<file path="config.mk">
export PLATFORM = sky130hd
export DESIGN_NAME = i2c_dual_addr_slave
export DESIGN_NICKNAME = d
export VERILOG_FILES = /design/src/rtl/i2cs_pkg.sv /design/src/rtl/i2cs_line_sync.sv /design/src/rtl/i2cs_link_fsm.sv /design/src/rtl/i2cs_sticky_flag.sv /design/src/rtl/i2c_dual_addr_slave.sv
export SDC_FILE = /design/constraint.sdc
export NUM_CORES = 1
export LEC_CHECK = 0
export ABC_AREA = 1
export BUFFER_PORTS_ARGS = -buffer_cell sky130_fd_sc_hd__buf_2
export CAP_MARGIN = 20
export CORE_MARGIN = 2
export CORE_UTILIZATION = 47
export DETAILED_ROUTE_END_ITERATION = 10
export REMOVE_ABC_BUFFERS = 1
export SETUP_SLACK_MARGIN = 0.02
export SYNTH_ARGS = -nofsm -noshare
export SYNTH_HDL_FRONTEND = slang
export SYNTH_SLANG_ARGS = --single-unit
</file>
<file path="constraint.sdc">
create_clock -name clk -period 3 [get_ports clk]
set_input_delay 0.6 -clock clk [delete_from_list [all_inputs] [get_ports clk]]
set_output_delay 0.6 -clock clk [all_outputs]
set_load 0.01 [all_outputs]
</file>
<file path="src/rtl/i2cs_pkg.sv">
package i2cs_pkg;
  localparam int DATA_W   = 8;
  localparam int SADDR_W  = 7;
  localparam int REG_AW   = 3;
  localparam int NUM_ADDR = 2;
  localparam int CNT_W    = $clog2(DATA_W + 1);

  localparam logic [REG_AW-1:0] OFS_ADDR_A = 3'd0;
  localparam logic [REG_AW-1:0] OFS_ADDR_B = 3'd1;
  localparam logic [REG_AW-1:0] OFS_STATUS = 3'd2;
  localparam logic [REG_AW-1:0] OFS_TXHOLD = 3'd3;
  localparam logic [REG_AW-1:0] OFS_RXDATA = 3'd4;
  localparam logic [REG_AW-1:0] OFS_BUFST  = 3'd5;

  typedef enum logic [2:0] {
    LK_IDLE, LK_ADDR, LK_ADDR_ACK, LK_RX, LK_RX_ACK, LK_TX, LK_TX_ACK
  } link_state_t;
endpackage

</file>
<file path="src/rtl/i2cs_line_sync.sv">
module i2cs_line_sync #(
  parameter int STAGES = 2
) (
  input  logic clk,
  input  logic rst_n,
  input  logic scl_in,
  input  logic sda_in,
  output logic scl_s,
  output logic sda_s,
  output logic scl_rise,
  output logic scl_fall,
  output logic start_det,
  output logic stop_det
);
  logic [STAGES-1:0] scl_sh_q, scl_sh_d, sda_sh_q, sda_sh_d;
  logic scl_prev_q, sda_prev_q;

  always_comb begin
    scl_sh_d = {scl_sh_q[STAGES-2:0], scl_in};
    sda_sh_d = {sda_sh_q[STAGES-2:0], sda_in};
  end

  always_ff @(posedge clk or negedge rst_n) begin
    if (!rst_n) begin
      scl_sh_q   <= '1;
      sda_sh_q   <= '1;
      scl_prev_q <= 1'b1;
      sda_prev_q <= 1'b1;
    end else begin
      scl_sh_q   <= scl_sh_d;
      sda_sh_q   <= sda_sh_d;
      scl_prev_q <= scl_s;
      sda_prev_q <= sda_s;
    end
  end

  assign scl_s     = scl_sh_q[STAGES-1];
  assign sda_s     = sda_sh_q[STAGES-1];
  assign scl_rise  = scl_s & ~scl_prev_q;
  assign scl_fall  = ~scl_s & scl_prev_q;
  assign start_det = scl_s & scl_prev_q & sda_prev_q & ~sda_s;
  assign stop_det  = scl_s & scl_prev_q & ~sda_prev_q & sda_s;
endmodule

</file>
<file path="src/rtl/i2cs_link_fsm.sv">
module i2cs_link_fsm
  import i2cs_pkg::*;
(
  input  logic                clk,
  input  logic                rst_n,
  input  logic                scl_s,
  input  logic                sda_s,
  input  logic                scl_rise,
  input  logic                scl_fall,
  input  logic                start_det,
  input  logic                stop_det,
  input  logic [SADDR_W-1:0]  addr_a,
  input  logic [SADDR_W-1:0]  addr_b,
  input  logic [DATA_W-1:0]   hold_data,
  output logic                sda_oe,
  output logic [NUM_ADDR-1:0] match,
  output logic                tx_load,
  output logic                rx_push,
  output logic [DATA_W-1:0]   rx_byte
);
  localparam logic [CNT_W-1:0] LAST_BIT = CNT_W'(DATA_W);

  link_state_t       state_q, state_d;
  logic [CNT_W-1:0]  bitcnt_q, bitcnt_d;
  logic [DATA_W-1:0] shift_q, shift_d;
  logic              rw_q, rw_d, mack_q, mack_d, oe_q, oe_d;
  logic [NUM_ADDR-1:0] hit;

  always_comb begin
    hit[0] = (shift_q[DATA_W-1:1] == addr_a);
    hit[1] = (shift_q[DATA_W-1:1] == addr_b);
  end

  always_comb begin
    state_d  = state_q;
    bitcnt_d = bitcnt_q;
    shift_d  = shift_q;
    rw_d     = rw_q;
    mack_d   = mack_q;
    oe_d     = oe_q;
    match    = '0;
    tx_load  = 1'b0;
    rx_push  = 1'b0;
    if (stop_det) begin
      state_d = LK_IDLE;
      oe_d    = 1'b0;
    end else if (start_det) begin
      state_d  = LK_ADDR;
      bitcnt_d = '0;
      oe_d     = 1'b0;
    end else begin
      unique case (state_q)
        LK_ADDR, LK_RX: begin
          if (scl_rise && bitcnt_q != LAST_BIT) begin
            shift_d  = {shift_q[DATA_W-2:0], sda_s};
            bitcnt_d = bitcnt_q + 1'b1;
          end else if (scl_fall && bitcnt_q == LAST_BIT) begin
            if (state_q == LK_RX) begin
              rx_push = 1'b1;
              oe_d    = 1'b1;
              state_d = LK_RX_ACK;
            end else if (|hit) begin
              match   = hit;
              oe_d    = 1'b1;
              rw_d    = shift_q[0];
              state_d = LK_ADDR_ACK;
            end else begin
              state_d = LK_IDLE;
            end
          end
        end
        LK_ADDR_ACK: begin
          if (scl_fall) begin
            bitcnt_d = '0;
            if (rw_q) begin
              shift_d = hold_data;
              tx_load = 1'b1;
              oe_d    = ~hold_data[DATA_W-1];
              state_d = LK_TX;
            end else begin
              oe_d    = 1'b0;
              state_d = LK_RX;
            end
          end
        end
        LK_RX_ACK: begin
          if (scl_fall) begin
            oe_d     = 1'b0;
            bitcnt_d = '0;
            state_d  = LK_RX;
          end
        end
        LK_TX: begin
          if (scl_rise && bitcnt_q != LAST_BIT) begin
            bitcnt_d = bitcnt_q + 1'b1;
          end else if (scl_fall) begin
            if (bitcnt_q == LAST_BIT) begin
              oe_d    = 1'b0;
              state_d = LK_TX_ACK;
            end else begin
              shift_d = {shift_q[DATA_W-2:0], 1'b0};
              oe_d    = ~shift_q[DATA_W-2];
            end
          end
        end
        LK_TX_ACK: begin
          if (scl_rise) begin
            mack_d = ~sda_s;
          end else if (scl_fall) begin
            bitcnt_d = '0;
            if (mack_q) begin
              shift_d = hold_data;
              tx_load = 1'b1;
              oe_d    = ~hold_data[DATA_W-1];
              state_d = LK_TX;
            end else begin
              oe_d    = 1'b0;
              state_d = LK_IDLE;
            end
          end
        end
        default: begin
          state_d = LK_IDLE;
        end
      endcase
    end
  end

  always_ff @(posedge clk or negedge rst_n) begin
    if (!rst_n) begin
      state_q  <= LK_IDLE;
      bitcnt_q <= '0;
      shift_q  <= '0;
      rw_q     <= 1'b0;
      mack_q   <= 1'b0;
      oe_q     <= 1'b0;
    end else begin
      state_q  <= state_d;
      bitcnt_q <= bitcnt_d;
      shift_q  <= shift_d;
      rw_q     <= rw_d;
      mack_q   <= mack_d;
      oe_q     <= oe_d;
    end
  end

  assign sda_oe  = oe_q;
  assign rx_byte = shift_q;

  // a new pull-down of SDA only begins during the SCL low phase
  assert_drive_low_phase_R6: assert property (@(posedge clk) disable iff (!rst_n)
    (oe_q && !$past(oe_q)) |-> !scl_s);
endmodule

</file>
<file path="src/rtl/i2cs_sticky_flag.sv">
module i2cs_sticky_flag (
  input  logic clk,
  input  logic rst_n,
  input  logic set_i,
  input  logic rd_i,
  input  logic wr_i,
  input  logic wr_val_i,
  output logic flag_o
);
  logic flag_q, flag_d, armed_q, armed_d;

  always_comb begin
    armed_d = armed_q;
    if (wr_i)
      armed_d = 1'b0;
    else if (rd_i && flag_q)
      armed_d = 1'b1;

    flag_d = flag_q;
    if (set_i)
      flag_d = 1'b1;
    else if (wr_i && armed_q && !wr_val_i)
      flag_d = 1'b0;
  end

  always_ff @(posedge clk or negedge rst_n) begin
    if (!rst_n) begin
      flag_q  <= 1'b0;
      armed_q <= 1'b0;
    end else begin
      flag_q  <= flag_d;
      armed_q <= armed_d;
    end
  end

  assign flag_o = flag_q;

  // a flag may only fall after a read that saw it set
  assert_clear_needs_read_R4: assert property (@(posedge clk) disable iff (!rst_n)
    $fell(flag_q) |-> $past(armed_q));
endmodule

</file>
<file path="src/rtl/i2c_dual_addr_slave.sv">
module i2c_dual_addr_slave
  import i2cs_pkg::*;
#(
  parameter logic [SADDR_W-1:0] ADDR_A_RST  = '0,
  parameter logic [SADDR_W-1:0] ADDR_B_RST  = '0,
  parameter int                 SYNC_STAGES = 2
) (
  input  logic              clk,
  input  logic              rst_n,
  input  logic              scl_in,
  input  logic              sda_in,
  output logic              sda_oe,
  input  logic [REG_AW-1:0] reg_addr,
  input  logic              reg_wr,
  input  logic              reg_rd,
  input  logic [DATA_W-1:0] reg_wdata,
  output logic [DATA_W-1:0] reg_rdata
);
  logic [1:0] rst_sh_q;
  logic       rst_i_n;

  always_ff @(posedge clk or negedge rst_n) begin
    if (!rst_n) rst_sh_q <= '0;
    else        rst_sh_q <= {rst_sh_q[0], 1'b1};
  end
  assign rst_i_n = rst_sh_q[1];

  logic scl_s, sda_s, scl_rise, scl_fall, start_det, stop_det;

  i2cs_line_sync #(.STAGES(SYNC_STAGES)) u_sync (
    .clk(clk), .rst_n(rst_i_n), .scl_in(scl_in), .sda_in(sda_in),
    .scl_s(scl_s), .sda_s(sda_s), .scl_rise(scl_rise), .scl_fall(scl_fall),
    .start_det(start_det), .stop_det(stop_det));

  logic [SADDR_W-1:0]  addr_a_q, addr_a_d, addr_b_q, addr_b_d;
  logic [DATA_W-1:0]   hold_q, hold_d, rxd_q, rxd_d, rx_byte;
  logic                tx_empty_q, tx_empty_d, rx_full_q, rx_full_d;
  logic [NUM_ADDR-1:0] match, flags;
  logic                tx_load, rx_push;

  i2cs_link_fsm u_link (
    .clk(clk), .rst_n(rst_i_n), .scl_s(scl_s), .sda_s(sda_s),
    .scl_rise(scl_rise), .scl_fall(scl_fall),
    .start_det(start_det), .stop_det(stop_det),
    .addr_a(addr_a_q), .addr_b(addr_b_q), .hold_data(hold_q),
    .sda_oe(sda_oe), .match(match), .tx_load(tx_load),
    .rx_push(rx_push), .rx_byte(rx_byte));

  logic wr_a, wr_b, wr_st, rd_st, wr_tx, wr_rx, rd_rx;
  assign wr_a  = reg_wr && reg_addr == OFS_ADDR_A;
  assign wr_b  = reg_wr && reg_addr == OFS_ADDR_B;
  assign wr_st = reg_wr && reg_addr == OFS_STATUS;
  assign rd_st = reg_rd && reg_addr == OFS_STATUS;
  assign wr_tx = reg_wr && reg_addr == OFS_TXHOLD;
  assign wr_rx = reg_wr && reg_addr == OFS_RXDATA;
  assign rd_rx = reg_rd && reg_addr == OFS_RXDATA;

  for (genvar i = 0; i < NUM_ADDR; i++) begin : g_flag
    i2cs_sticky_flag u_flag (
      .clk(clk), .rst_n(rst_i_n), .set_i(match[i]), .rd_i(rd_st),
      .wr_i(wr_st), .wr_val_i(reg_wdata[DATA_W-1-i]), .flag_o(flags[i]));
  end

  always_comb begin
    addr_a_d   = wr_a ? reg_wdata[SADDR_W-1:0] : addr_a_q;
    addr_b_d   = wr_b ? reg_wdata[SADDR_W-1:0] : addr_b_q;
    hold_d     = wr_tx ? reg_wdata : hold_q;
    rxd_d      = rx_push ? rx_byte : rxd_q;
    tx_empty_d = tx_empty_q;
    if (wr_tx)        tx_empty_d = 1'b0;
    else if (tx_load) tx_empty_d = 1'b1;
    rx_full_d = rx_full_q;
    if (rx_push)    rx_full_d = 1'b1;
    else if (rd_rx) rx_full_d = 1'b0;
  end

  always_ff @(posedge clk or negedge rst_i_n) begin
    if (!rst_i_n) begin
      addr_a_q   <= ADDR_A_RST;
      addr_b_q   <= ADDR_B_RST;
      hold_q     <= '0;
      rxd_q      <= '0;
      tx_empty_q <= 1'b1;
      rx_full_q  <= 1'b0;
    end else begin
      addr_a_q   <= addr_a_d;
      addr_b_q   <= addr_b_d;
      hold_q     <= hold_d;
      rxd_q      <= rxd_d;
      tx_empty_q <= tx_empty_d;
      rx_full_q  <= rx_full_d;
    end
  end

  always_comb begin
    unique case (reg_addr)
      OFS_ADDR_A: reg_rdata = {1'b0, addr_a_q};
      OFS_ADDR_B: reg_rdata = {1'b0, addr_b_q};
      OFS_STATUS: reg_rdata = {flags[0], flags[1], 6'b0};
      OFS_TXHOLD: reg_rdata = hold_q;
      OFS_RXDATA: reg_rdata = rxd_q;
      OFS_BUFST:  reg_rdata = {6'b0, rx_full_q, tx_empty_q};
      default:    reg_rdata = '0;
    endcase
  end

  // low status bits are never set
  assert_status_low_zero_R5: assert property (@(posedge clk) disable iff (!rst_i_n)
    (reg_addr == OFS_STATUS) |-> (reg_rdata[5:0] == 6'b0));
  // receive-full persists until the receive register is read
  assert_rx_full_holds_R7: assert property (@(posedge clk) disable iff (!rst_i_n)
    (rx_full_q && !rd_rx) |=> rx_full_q);
  // CPU writes leave the receive register untouched
  assert_rx_write_ignored_R8: assert property (@(posedge clk) disable iff (!rst_i_n)
    (wr_rx && !rx_push) |=> $stable(rxd_q));
  // a holding-register write always marks it occupied
  assert_tx_write_fills_R9: assert property (@(posedge clk) disable iff (!rst_i_n)
    wr_tx |=> !tx_empty_q);
endmodule

</file>
Word-level counts from Yosys, hierarchy flattened --
Cells that the tools add are included.
Cells by class: $add $sub $neg 1, equality and inequality tests 36, multiplexer cells 81, bitwise operators 17, reductions and logical operators 36
Operators with widths (count):
- 2-to-1 mux 8 bit | 9
- one-hot mux 8 bit (6 select lines) | 1
- 2-to-1 mux 3 bit | 14
- 2-to-1 mux 1 bit | 40
- one-hot mux 8 bit (4 select lines) | 1
- inequality test 4 x 3 -> 1 bit (second input constant) | 6
- 2-to-1 mux 2 bit | 8
- 2-to-1 mux 4 bit | 4
- inequality test 4 bit (second input constant) | 4
- equality test 3 bit (second input constant) | 5
- one-hot mux 3 bit (5 select lines) | 1
- equality test 7 bit | 2
- logical AND 1 bit | 14
- equality test 3 x 2 -> 1 bit (second input constant) | 4
- inequality test 2 x 1 -> 1 bit (second input constant) | 6
- one-hot mux 4 bit (3 select lines) | 1
- AND reduction 12 bit | 1
- nonzero test 2 bit | 6
- inverter 1 bit | 10
- AND reduction 10 bit | 1
- AND reduction 9 bit | 1
- AND reduction 4 bit | 2
- nonzero test 4 bit | 2
- AND 1 bit | 7
- other kinds (15) | 21
Storage, ports and cells: register bits after elaboration 62, bits of input ports 17, output and inout port bits 9, logic and storage cells 192

Depth between registers and ports, before layout --
depth after elaboration 10, mapped depth 11

Hierarchy --
Synthesis repeated with hierarchy kept, for this count alone.
Second synthesis, totals: cell total of the unflattened synthesis 467, area total of the unflattened synthesis 3493.4 sq um
By module, submodules not included:
- i2c_dual_addr_slave | times used 1, cells each 208, area each 1657.8 sq um
- i2cs_link_fsm | times used 1, cells each 224, area each 1478.9 sq um
- i2cs_line_sync | times used 1, cells each 17, area each 198.9 sq um
- i2cs_sticky_flag | times used 2, cells each 9, area each 78.8 sq um

Worst setup path before layout --
Ideal clock, no wire load.
path kind input port to output port, start input reg_addr[2], end output reg_rdata[0], arrival time 1272 ps, required time 2400 ps, setup slack 1128 ps, stages 3, path through nor3_2 > inv_1 > o2111ai_1
Between the ends: cells in the longest elaborated chain, start to end 2, elaborated cells on any way between the ends 7, those cells by class eq/ne: 5; mux: 1; reduce/logical: 1
Ends and longest elaborated chain:
- start, declared | line i2c_dual_addr_slave.sv:13 | input logic [REG_AW-1:0] reg_addr,
- equality test 3 bit, or another cell as far along | line i2c_dual_addr_slave.sv:96 | unique case (reg_addr)
- one-hot mux 8 bit (6 select lines) (*) | line i2c_dual_addr_slave.sv:96
- end, declared | line i2c_dual_addr_slave.sv:17 | output logic [DATA_W-1:0] reg_rdata
Every way passes the cells marked *; elsewhere a longest branch is shown, timed or not.

Worst setup path after layout --
Same ends and word-level chain as after synthesis.

==> out/results.tsv <==
stage	metric	value	unit
global_route	grt_first_pass_wirelength	13300	µm
timing	whs	0.140	ns
drt	drt_iter0_drc	152	
global_route	antenna_found_initial	0	
clock_tree	tritoncts	yes	
die	die-height	88.0	µm
global_route	grt_overflow	0	
global_route	first_global_vias	2768	
logic_synthesis	yosysSeqAreaShare	0.470	
timing	finalClockSkew	0.00631	ns
clock_tree	cts_sinks	62	
timing	setup_tns	0	ns
run	maxCapViolCount	0	
worst_setup_path	cp-endpoint	reg_rdata[0]	
place	gp_congestion	0.835	
drt	wl_per_cell	14.0	µm
drt	vias	2804	
clock_tree	holdBufCountCts	0	
timing	final_hold_viol_count	0	
clock_tree	cts-htree-levels	3	
worst_setup_path	reg2reg_from	u_link.state_q[0]	
logic_synthesis	async_reset_ff_frac	1.00	
clock_tree	worstSkewPairLatency	0.35	ns
worst_setup_path	arrival	1.75	ns
place	numPortBuffers	25	
logic_synthesis	yosysUniqueCellTypes	37	
worst_hold_path	hold_class	register to async pin	
timing	max_slew_margin	0.606	
power_and_ir_drop	powerDensity	627	nW/µm²
drt	routed_wirelength	7880	µm
drt	dr.pass1.iters	4	
power_and_ir_drop	p_leak	0.00195	µW
timing	maxClockFrequency	0.426	GHz
die	die_w	88.0	µm
clock_tree	cts_buffers	9	
logic_synthesis	synthFlopType	dfrtp_1	
worst_setup_path	crit_fanout	7	
die	core_area	6830	µm²
finish	fillers	682	
worst_setup_path	cp.required	2.40	ns
place	place_hpwl	5650	µm
global_route	grt.total_usage	0.227	
clock_tree	cts_resized	0	
clock_tree	post_cts_buffers	0	
worst_setup_path	cp-start-kind	primary input	
timing	setup-violations-final	0	
run_status	outcome	completed	
drt	ant_nets	0	
finish	diodes	0	
logic_synthesis	synth_cells	431	
die	placementRows	30	
timing	fin_crit	2.35	ns
timing	fin_crit_sh	0.783	
worst_setup_path	end_kind	output port	
global_route	grt_max_degree	50	
finish	syn_to_final_growth	13.0	%
drt	remaining_drc_errors	0	
die	ios	26	
logic_synthesis	yosys_warnings	0	
logic_synthesis	synth_edf_count	0	
power_and_ir_drop	vdd_drop_max	425	µV
worst_setup_path	r2r_slack	1.14	ns
timing	grt_setup_unrepaired	false	
worst_setup_path	reg2reg_depth	9	
worst_setup_path	crit_start	reg_addr[2]	
timing	drv_slew	0	
logic_synthesis	ys_ff_latch	62	
clock_tree	cts_buffer_depth	2	
finish	drive_gt1_frac	0.186	
die	initial_core_util	0.486	
drt	viasPerCell	4.96	
logic_synthesis	syn_area	3320	µm²
die	die-area	7750	µm²
worst_setup_path	timing.rr.end	u_link.rx_byte[2]	
finish	nets	483	
logic_synthesis	synth.avg_cell_area	7.70	µm²
timing	tightest_slew	0.586	ns
clock_tree	clkSlewWorstSetupHoldPaths	0.07	ns
worst_setup_path	path_class	primary input to output port	
clock_tree	cts_root_buf	clkbuf_8	
[through the flow]
stage	power, µW	utilization	instance area [µm²]	setup WS (ns)	instances
2_1_floorplan	1510	-	3270	1.13	424
3_3_place_gp	1660	0.518	3540	0.716	547
3_5_place_dp	1670	0.518	3540	0.660	547
4_1_cts	2370	0.544	3720	0.656	563
5_1_grt	2520	0.549	3750	0.572	565
6_report	2350	0.549	3750	0.652	565
[worst min-delay path by stage]
stage          cells after the start        start          end  slack (ns)
3_3_place_gp                       0  rst_sh_q[0]  rst_sh_q[1]        0.33
6_report                           0  rst_sh_q[1]  addr_b_q[1]        0.14
4_1_cts                            1        rst_n  rst_sh_q[1]       0.005
5_1_grt                            0  rst_sh_q[1]  addr_b_q[1]        0.16
2_1_floorplan                      0        rst_n  rst_sh_q[0]        0.30
3_5_place_dp                       0  rst_sh_q[0]  rst_sh_q[1]        0.34
[report_power, final]
part           internal (µW)  leakage (µW)  switching, µW
registers                983      0.000771            153
logic                    210       0.00108            314
clock network            328     0.0000970            363
[critical path, cell delays in order]
cell	delay [ns]
buf_2	0.14
nor3_2	0.44
inv_1	0.13
o2111ai_1	0.26
buf_2	0.18
[layout by cell type (no fill, tap or decap), types with 3 or more instances in the layout]
cell type	count
nor3_1	3
o2111ai_1	5
buf_2	25
nand3_1	18
o21ai_2	7
inv_2	8
dfrtp_1	54
o21ai_1	12
o21ai_0	36
xor2_1	5
a21oi_1	8
clkbuf_8	10
inv_1	47
o211ai_1	3
nand2_2	9
dfstp_2	7
nand4_1	4
nor2_1	27
nor2_2	3
nand2_1	147
[per-layer routing]
layer | GRT usage | share of wire | vias to the layer above | wire [µm]
met3 | 0.0679 | 0.036 | 14 | 282
met1 | 0.304 | 0.48 | 1293 | 3810
met4 | 0.0675 | 0.020 | 0 | 156
met2 | 0.359 | 0.46 | 51 | 3640
li1 | - | - | 1446 | -
met5 | 0 | 0 | - | 0
[state kept, by name, summed over array words and instances (netlist names)]
signal	cells
hold_q	8
rxd_q	8
u_link.rx_byte	8
addr_a_q	7
addr_b_q	7
u_link.bitcnt_q	4
u_link.state_q	3
g_flag.u_flag.armed_q	2
g_flag.u_flag.flag_o	2
rst_sh_q	2
u_sync.scl_sh_q	2
u_sync.sda_sh_q	2
rx_full_q	1
tx_empty_q	1
u_link.mack_q	1
u_link.rw_q	1
u_link.sda_oe	1
u_sync.scl_prev_q	1
u_sync.sda_prev_q	1
[Yosys cell counts (all sizes together), types with 3 or more instances]
cell | count | area share
nand2 | 158 | 0.19
dfrtp | 55 | 0.41
inv | 55 | 0.062
o21ai | 55 | 0.091
nor2 | 32 | 0.046
nand3 | 18 | 0.027
a21oi | 8 | 0.012
dfstp | 7 | 0.055
o2111ai | 5 | 0.013
xor2 | 5 | 0.013
buf | 4 | 0.0098
nand4 | 4 | 0.0075
nor3 | 4 | 0.0075
o211ai | 4 | 0.011
clkbuf | 3 | 0.0034
[area by class of cell]
type | instances | area, µm² | share of cell area
Tap cell | 96 | 120 | 0.0320
Timing Repair Buffer | 29 | 170 | 0.0454
Multi-Input combinational cell | 306 | 1500 | 0.401
Clock buffer | 10 | 138 | 0.0367
Clock inverter | 6 | 45.0 | 0.0120
Inverter | 56 | 210 | 0.0561
Sequential cell | 62 | 1560 | 0.417
[kinds of logic after synthesis]
group                      synth area share
and+or+nand+nor                       0.278
AOI/OAI and AO/OA                     0.145
buffers and inverters                0.0765
DFF                                   0.470
xor gates and xnor gates             0.0185
adders and majority gates           0.00754
other                               0.00113
muxes                               0.00339
Power figures use the tool's default switching activity.
